**config.mk**
```make
export PLATFORM = sky130hd
export DESIGN_NAME = i2cst_burst_tx
export DESIGN_NICKNAME = d
export VERILOG_FILES = /design/src/rtl/i2cst_pkg.sv /design/src/rtl/i2cst_rst_sync.sv /design/src/rtl/i2cst_buf.sv /design/src/rtl/i2cst_shift.sv /design/src/rtl/i2cst_seq.sv /design/src/rtl/i2cst_burst_tx.sv
export SDC_FILE = /design/constraint.sdc
export NUM_CORES = 1
export LEC_CHECK = 0
export BUFFER_PORTS_ARGS = -buffer_cell sky130_fd_sc_hd__buf_4
export CORE_ASPECT_RATIO = 0.8
export CORE_UTILIZATION = 45
export CTS_CLUSTER_DIAMETER = 40
export CTS_CLUSTER_SIZE = 8
export DETAILED_ROUTE_END_ITERATION = 8
export PLACE_DENSITY_LB_ADDON = 0.08
export SYNTH_ARGS = -nofsm -noshare
export SYNTH_HDL_FRONTEND = slang
export SYNTH_SLANG_ARGS = --single-unit
```
**constraint.sdc**
```tcl
create_clock -name clk -period 5.25 [get_ports clk]
set_input_delay 1.05 -clock clk [delete_from_list [all_inputs] [get_ports clk]]
set_output_delay 1.05 -clock clk [all_outputs]
set_load 0.005 [all_outputs]
```
**src/rtl/i2cst_pkg.sv**
```systemverilog
package i2cst_pkg;
  typedef enum logic [2:0] {
    ST_IDLE,
    ST_WAIT_SEND,
    ST_SEND,
    ST_WAIT_DET,
    ST_DETACH
  } seq_state_t;

  localparam logic [7:0] STS_ADDR_RD  = 8'hA8;
  localparam logic [7:0] STS_ARB_RD   = 8'hB0;
  localparam logic [7:0] STS_BURST_OK = 8'hB8;
  localparam logic [7:0] STS_NACKED   = 8'hC0;
  localparam logic [7:0] STS_LAST_DET = 8'hC8;
  localparam logic [7:0] STS_IDLE     = 8'hF8;
endpackage

```
**src/rtl/i2cst_rst_sync.sv**
```systemverilog
module i2cst_rst_sync (
  input  logic clk,
  input  logic rst_n,
  output logic rst_sync_n
);
  logic s0_q, s1_q;

  always_ff @(posedge clk or negedge rst_n) begin
    if (!rst_n) begin
      s0_q <= 1'b0;
      s1_q <= 1'b0;
    end else begin
      s0_q <= 1'b1;
      s1_q <= s0_q;
    end
  end

  assign rst_sync_n = s1_q;
endmodule

```
**src/rtl/i2cst_buf.sv**
```systemverilog
module i2cst_buf #(
  parameter int DW = 8,
  parameter int AW = 7
) (
  input  logic          clk,
  input  logic          wr_en,
  input  logic [AW-1:0] wr_addr,
  input  logic [DW-1:0] wr_data,
  input  logic [AW-1:0] rd_addr,
  output logic [DW-1:0] rd_data
);
  localparam int DEPTH = 1 << AW;

  logic [DW-1:0] mem_q [DEPTH];

  always_ff @(posedge clk) begin
    if (wr_en) begin
      mem_q[wr_addr] <= wr_data;
    end
  end

  assign rd_data = mem_q[rd_addr];
endmodule

```
**src/rtl/i2cst_shift.sv**
```systemverilog
module i2cst_shift #(
  parameter int DW = 8
) (
  input  logic          clk,
  input  logic          rst_n,
  input  logic          load,
  input  logic [DW-1:0] load_data,
  input  logic          adv,
  output logic          msb,
  output logic          done
);
  localparam int CW = $clog2(DW + 1);
  localparam logic [CW-1:0] FULL = CW'(DW);

  logic [DW-1:0] sh_q, sh_d;
  logic [CW-1:0] cnt_q, cnt_d;

  always_comb begin
    sh_d  = sh_q;
    cnt_d = cnt_q;
    if (load) begin
      sh_d  = load_data;
      cnt_d = '0;
    end else if (adv && (cnt_q != FULL)) begin
      sh_d  = {sh_q[DW-2:0], 1'b0};
      cnt_d = cnt_q + CW'(1);
    end
  end

  always_ff @(posedge clk or negedge rst_n) begin
    if (!rst_n) begin
      sh_q  <= '0;
      cnt_q <= FULL;
    end else begin
      sh_q  <= sh_d;
      cnt_q <= cnt_d;
    end
  end

  assign msb  = sh_q[DW-1];
  assign done = (cnt_q == FULL);
endmodule

```
**src/rtl/i2cst_seq.sv**
```systemverilog
module i2cst_seq
  import i2cst_pkg::*;
#(
  parameter int CNT_W = 7
) (
  input  logic             clk,
  input  logic             rst_n,
  input  logic             addr_hit,
  input  logic             addr_rw,
  input  logic             ack_stb,
  input  logic             ack_nack,
  input  logic             stop_det,
  input  logic             rstart_det,
  input  logic             arb_lost,
  input  logic             host_aa,
  input  logic [CNT_W-1:0] host_count,
  input  logic             si_clr,
  input  logic             byte_done,
  output seq_state_t       state,
  output logic [7:0]       status,
  output logic             si,
  output logic             load,
  output logic [CNT_W-1:0] rd_idx,
  output logic             arb_flag
);
  seq_state_t       state_q, state_d;
  logic [7:0]       status_q, status_d;
  logic             si_q, si_d;
  logic [CNT_W-1:0] remain_q, remain_d;
  logic [CNT_W-1:0] idx_q, idx_d;
  logic             arb_q, arb_d;
  logic             bus_end, arb_any;

  assign bus_end = stop_det | rstart_det;
  assign arb_any = arb_q | arb_lost;

  always_comb begin
    state_d  = state_q;
    status_d = status_q;
    si_d     = si_q;
    remain_d = remain_q;
    idx_d    = idx_q;
    arb_d    = arb_any;
    load     = 1'b0;
    case (state_q)
      ST_IDLE: begin
        if (addr_hit && addr_rw && host_aa) begin
          status_d = arb_any ? STS_ARB_RD : STS_ADDR_RD;
          si_d     = 1'b1;
          arb_d    = 1'b0;
          state_d  = ST_WAIT_SEND;
        end
      end
      ST_WAIT_SEND: begin
        if (si_clr) begin
          si_d     = 1'b0;
          remain_d = (host_count == '0) ? CNT_W'(1) : host_count;
          idx_d    = '0;
          load     = 1'b1;
          state_d  = ST_SEND;
        end
      end
      ST_SEND: begin
        if (bus_end) begin
          status_d = STS_IDLE;
          state_d  = ST_IDLE;
        end else if (ack_stb && byte_done) begin
          if (ack_nack) begin
            status_d = STS_NACKED;
            si_d     = 1'b1;
            state_d  = ST_WAIT_DET;
          end else if (remain_q == CNT_W'(1)) begin
            si_d = 1'b1;
            if (host_aa) begin
              status_d = STS_BURST_OK;
              state_d  = ST_WAIT_SEND;
            end else begin
              status_d = STS_LAST_DET;
              state_d  = ST_WAIT_DET;
            end
          end else begin
            remain_d = remain_q - CNT_W'(1);
            idx_d    = idx_q + CNT_W'(1);
            load     = 1'b1;
          end
        end
      end
      ST_WAIT_DET: begin
        if (si_clr) begin
          si_d    = 1'b0;
          state_d = ST_DETACH;
        end
      end
      ST_DETACH: begin
        if (bus_end) begin
          status_d = STS_IDLE;
          state_d  = ST_IDLE;
        end
      end
      default: state_d = ST_IDLE;
    endcase
  end

  always_ff @(posedge clk or negedge rst_n) begin
    if (!rst_n) begin
      state_q  <= ST_IDLE;
      status_q <= STS_IDLE;
      si_q     <= 1'b0;
      remain_q <= '0;
      idx_q    <= '0;
      arb_q    <= 1'b0;
    end else begin
      state_q  <= state_d;
      status_q <= status_d;
      si_q     <= si_d;
      remain_q <= remain_d;
      idx_q    <= idx_d;
      arb_q    <= arb_d;
    end
  end

  assign rd_idx   = (state_q == ST_SEND) ? (idx_q + CNT_W'(1)) : '0;
  assign state    = state_q;
  assign status   = status_q;
  assign si       = si_q;
  assign arb_flag = arb_q;
endmodule

```
**src/rtl/i2cst_burst_tx.sv**
```systemverilog
module i2cst_burst_tx
  import i2cst_pkg::*;
#(
  parameter int CNT_W = 7,
  parameter int DW    = 8
) (
  input  logic             clk,
  input  logic             rst_n,
  input  logic             addr_hit,
  input  logic             addr_rw,
  input  logic             bit_adv,
  input  logic             ack_stb,
  input  logic             ack_nack,
  input  logic             stop_det,
  input  logic             rstart_det,
  input  logic             arb_lost,
  input  logic             host_aa,
  input  logic [CNT_W-1:0] host_count,
  input  logic             si_clr,
  input  logic             buf_we,
  input  logic [CNT_W-1:0] buf_waddr,
  input  logic [DW-1:0]    buf_wdata,
  output logic [7:0]       status,
  output logic             int_n,
  output logic             scl_hold,
  output logic             sda_out
);
  logic             rst_sync_n;
  seq_state_t       seq_state;
  logic             si, load, arb_flag, byte_done, sh_msb;
  logic [CNT_W-1:0] rd_idx;
  logic [DW-1:0]    rd_data;
  logic             sending;

  i2cst_rst_sync u_rst (
    .clk        (clk),
    .rst_n      (rst_n),
    .rst_sync_n (rst_sync_n)
  );

  i2cst_buf #(.DW(DW), .AW(CNT_W)) u_buf (
    .clk     (clk),
    .wr_en   (buf_we),
    .wr_addr (buf_waddr),
    .wr_data (buf_wdata),
    .rd_addr (rd_idx),
    .rd_data (rd_data)
  );

  assign sending = (seq_state == ST_SEND);

  i2cst_shift #(.DW(DW)) u_shift (
    .clk       (clk),
    .rst_n     (rst_sync_n),
    .load      (load),
    .load_data (rd_data),
    .adv       (bit_adv && sending),
    .msb       (sh_msb),
    .done      (byte_done)
  );

  i2cst_seq #(.CNT_W(CNT_W)) u_seq (
    .clk        (clk),
    .rst_n      (rst_sync_n),
    .addr_hit   (addr_hit),
    .addr_rw    (addr_rw),
    .ack_stb    (ack_stb),
    .ack_nack   (ack_nack),
    .stop_det   (stop_det),
    .rstart_det (rstart_det),
    .arb_lost   (arb_lost),
    .host_aa    (host_aa),
    .host_count (host_count),
    .si_clr     (si_clr),
    .byte_done  (byte_done),
    .state      (seq_state),
    .status     (status),
    .si         (si),
    .load       (load),
    .rd_idx     (rd_idx),
    .arb_flag   (arb_flag)
  );

  assign int_n    = ~si;
  assign scl_hold = si;
  assign sda_out  = (sending && !byte_done) ? sh_msb : 1'b1;
endmodule

```
==> out/qor.csv <==
stage,metric,value,unit
clock_tree,TritonCTS Buffers,161,
setup_path,CP max stage delay,1.29,ns
layout,layout cells sized above 1,15.0,%
sta,Setup Skew,0.0144,ns
die,die width,348,µm
die,DIE AREA,97000,µm²
global_routing,initial antenna violation count,3,
synth,Post-synth top flop,edfxtp_1,
setup_path,Worst EP arrival,5.71,ns
synth,share of the synthesized area in the top cell type,71.4,%
synth,Area contributors post-synth,"edfxtp_1 71%, nand2_1 3.9%, mux4_2 3.3%, dfrtp_1 1.9%, nor2_1 1.8%",
synth,synth warn,0,
clock_tree,CTS tree,done,
global_routing,vias in the first global route,26500,
synth,"EDFF count, synth",1024,
global_routing,largest net degree at the start of global routing,135,
die,Die Ht,279,µm
synth,"area leader, netlist",edfxtp_1,
synth,Post-Syn Instances,2933,
layout,Nets,3106,
pwr,cell leakage power,16.1,nW
route,initial drt markers,3693,
pwr,worst vdd ir,0.309,mV
run_status,failing checks,"max-capacitance violations, max-slew violations",
sta,RSZ-0062 raised after global routing,no,
route,WL final,132000,µm
sta,Final Hold Fails,0,
sta,final setup vio count,0,
clock_tree,clock slew at reported path FFs,0.05,ns
route,DRC errors left,0,
clock_tree,# clock sinks,1061,
route,routed vias,27400,
synth,most frequent cells after synthesis,"1024 x edfxtp_1, 442 x nand2_1, 210 x nor2_1",
setup_path,crit path capture type,flip-flop,
worst_hold_path,HP Class,in2async,
run_status,status,finished with violations,
sta,Tcrit/Tclk final,96.1,%
sta,Fmax achieved,198,MHz
die,Initial Util,45.4,%
setup_path,crit path cell chain,ha_1 -> and3_1 -> xnor2_1 -> nor3_2 -> a22oi_1 -> nand4_1 -> a21oi_1 -> a2111oi_0 -> o32a_1,
setup_path,slowest CP cell,a2111oi_0,
setup_path,top cell family by delay on the critical path,compound AO/OA/AOI/OAI gates,
synth,post-synthesis sequential area ratio,73.6,%
clock_tree,root buf cell,clkbuf_16,
synth,Yosys reg bits,1061,
sta,fin crit period,5.05,ns
sta,Slew Limit Fails,1,
setup_path,critical path type,reg2reg,
die,row cnt,101,
sta,setup TNS,0,ns
clock_tree,clock latency at the later pin of the worst-skew pair,0.74,ns
global_routing,first-pass GRT wire length,190000,µm
setup_path,Worst Path Buf+Inv,0,
setup_path,CP required,5.92,ns
sta,final worst slack,0.204,ns
place,placement-stage worst setup slack,0.513,ns
clock_tree,Clock Path Buffers,3,
place,post-DP HPWL,82000,µm
die,core area,94900,µm²
synth,"Avg Cell Area, Syn",14.7,µm²
synth,area of the mapped netlist,43100,µm²
layout,layout overhead on the synthesized area,15.5,%
route,Vias/cell,6.19,
clock_tree,# hold bufs at CTS,0,
setup_path,CP Launch Type,flip-flop,
die,io pins,46,
setup_path,crit path max fanout,14,
global_routing,GRT overflow,0,
clock_tree,H-tree depth,4,
sta,Worst-Margin Slew,1.50,ns
synth,"Async S/R FF share, synth",3.49,%
route,First-pass DRT Iterations,5,
place,I/O Buffers,41,
run,Max Cap Viol,1,
route,routed len/inst,29.8,µm
synth,top-count cell post-synth,edfxtp_1,
synth,Netlist cell types,90,
route,antenna-violating nets left,0,
clock_tree,setup bufs post-CTS,0,
clock_tree,number of gates resized after CTS,0,
global_routing,gr usage total,27.3,%
pwr,pwr dens,470,nW/µm²
place,Placer Congestion,0.935,
sta,Max-slew headroom,-2.34,%
cell families after synthesis:
family	share of synthesized area [%]
and+or+nand+nor	10.2
adders and majority gates	0.145
buffers and inverters	2.50
AOI/OAI and AO/OA	8.34
muxes	4.92
other	0.0174
xor gates and xnor gates	0.308
DFF	73.6
per-stage QoR:
stage	area (µm²)	util [%]	power, mW	hold slack, ns	cells
6_report	49700	52.4	23.4	0.0918	4430
4_1_cts	49700	52.4	23.4	0.0462	4428
5_1_grt	49700	52.4	24.1	0.0628	4428
3_5_place_dp	45100	47.5	14.0	0.321	4190
2_1_floorplan	43100	-	12.3	0.331	2936
3_3_place_gp	45100	47.5	14.0	0.315	4190
layout by cell type, fill, tap and decap left out, drive strengths merged, types with 30 or more instances in the layout:
master,instances
mux4,65
nand3,97
o221ai,30
nand2,442
clkbuf,204
buf,168
dfrtp,32
mux2i,52
nor2,212
a211oi,36
a32oi,30
a21oi,86
o22ai,36
nand4,34
nor3,94
a31oi,73
and3,49
o21ai,99
edfxtp,1024
worst reg2reg max path, cell delays in order (launching register included):
cell and delay [ns]:
dfrtp_4 0.47, ha_1 0.46, and3_1 0.43, xnor2_1 0.24
nor3_2 1.05, a22oi_1 0.33, nand4_1 0.20, a21oi_1 0.19
a2111oi_0 1.29, o32a_1 0.34
sequential cells by signal, summed over array words and instances, names as in the netlist:
| name | count |
|---|---|
| u_shift.cnt_q | 4 |
| u_seq.state | 3 |
| u_seq.idx_q | 7 |
| u_seq.status | 4 |
| u_buf.mem_q | 1024 |
| u_rst.rst_sync_n | 1 |
| u_seq.remain_q | 7 |
| u_seq.si | 1 |
| u_shift.sh_q | 8 |
| u_rst.s0_q | 1 |
| u_seq.arb_flag | 1 |
path summary, 6_finish.rpt:
kind	start	endpoint	slack, ns	cells after the start
worst max-delay path	u_seq.idx_q[0]	u_shift.sh_q[3]	0.20	9
worst min-delay path	rst_n	u_rst.s0_q	0.09	1
worst max register to register	u_seq.idx_q[0]	u_shift.sh_q[3]	0.20	9
worst min register to register	u_rst.rst_sync_n	u_seq.remain_q[3]	0.31	1
max in group asynchronous	u_rst.rst_sync_n	u_seq.idx_q[0]	4.50	1
min in group clk	u_rst.s0_q	u_rst.rst_sync_n	0.36	0
power breakdown:
part / internal, mW / switching [mW] / total (mW)
Clock: 5.88 / 3.58 / 9.46
Sequential: 9.44 / 0.143 / 9.58
Combinational: 1.35 / 3.00 / 4.35
cell type report:
type / instances / area, µm²
Fill cell: 7812 / 45200
Tap cell: 1287 / 1610
Antenna cell: 2 / 5.00
Clock inverter: 34 / 348
Clock buffer: 204 / 4310
Timing Repair Buffer: 168 / 1360
Inverter: 10 / 40.0
Sequential cell: 1061 / 31700
Multi-Input combinational cell: 1664 / 10400
metal layers:
layer | vias to the layer above | GRT usage [%] | share of wire [%]
met2 | 1453 | 39.4 | 44
li1 | 11700 | - | -
met1 | 14100 | 41.1 | 44
met4 | 2 | 8.10 | 2.4
met3 | 207 | 6.30 | 9.5
met5 | - | 0 | 0.0083
No activity file was read; power rests on OpenSTA's default activity.
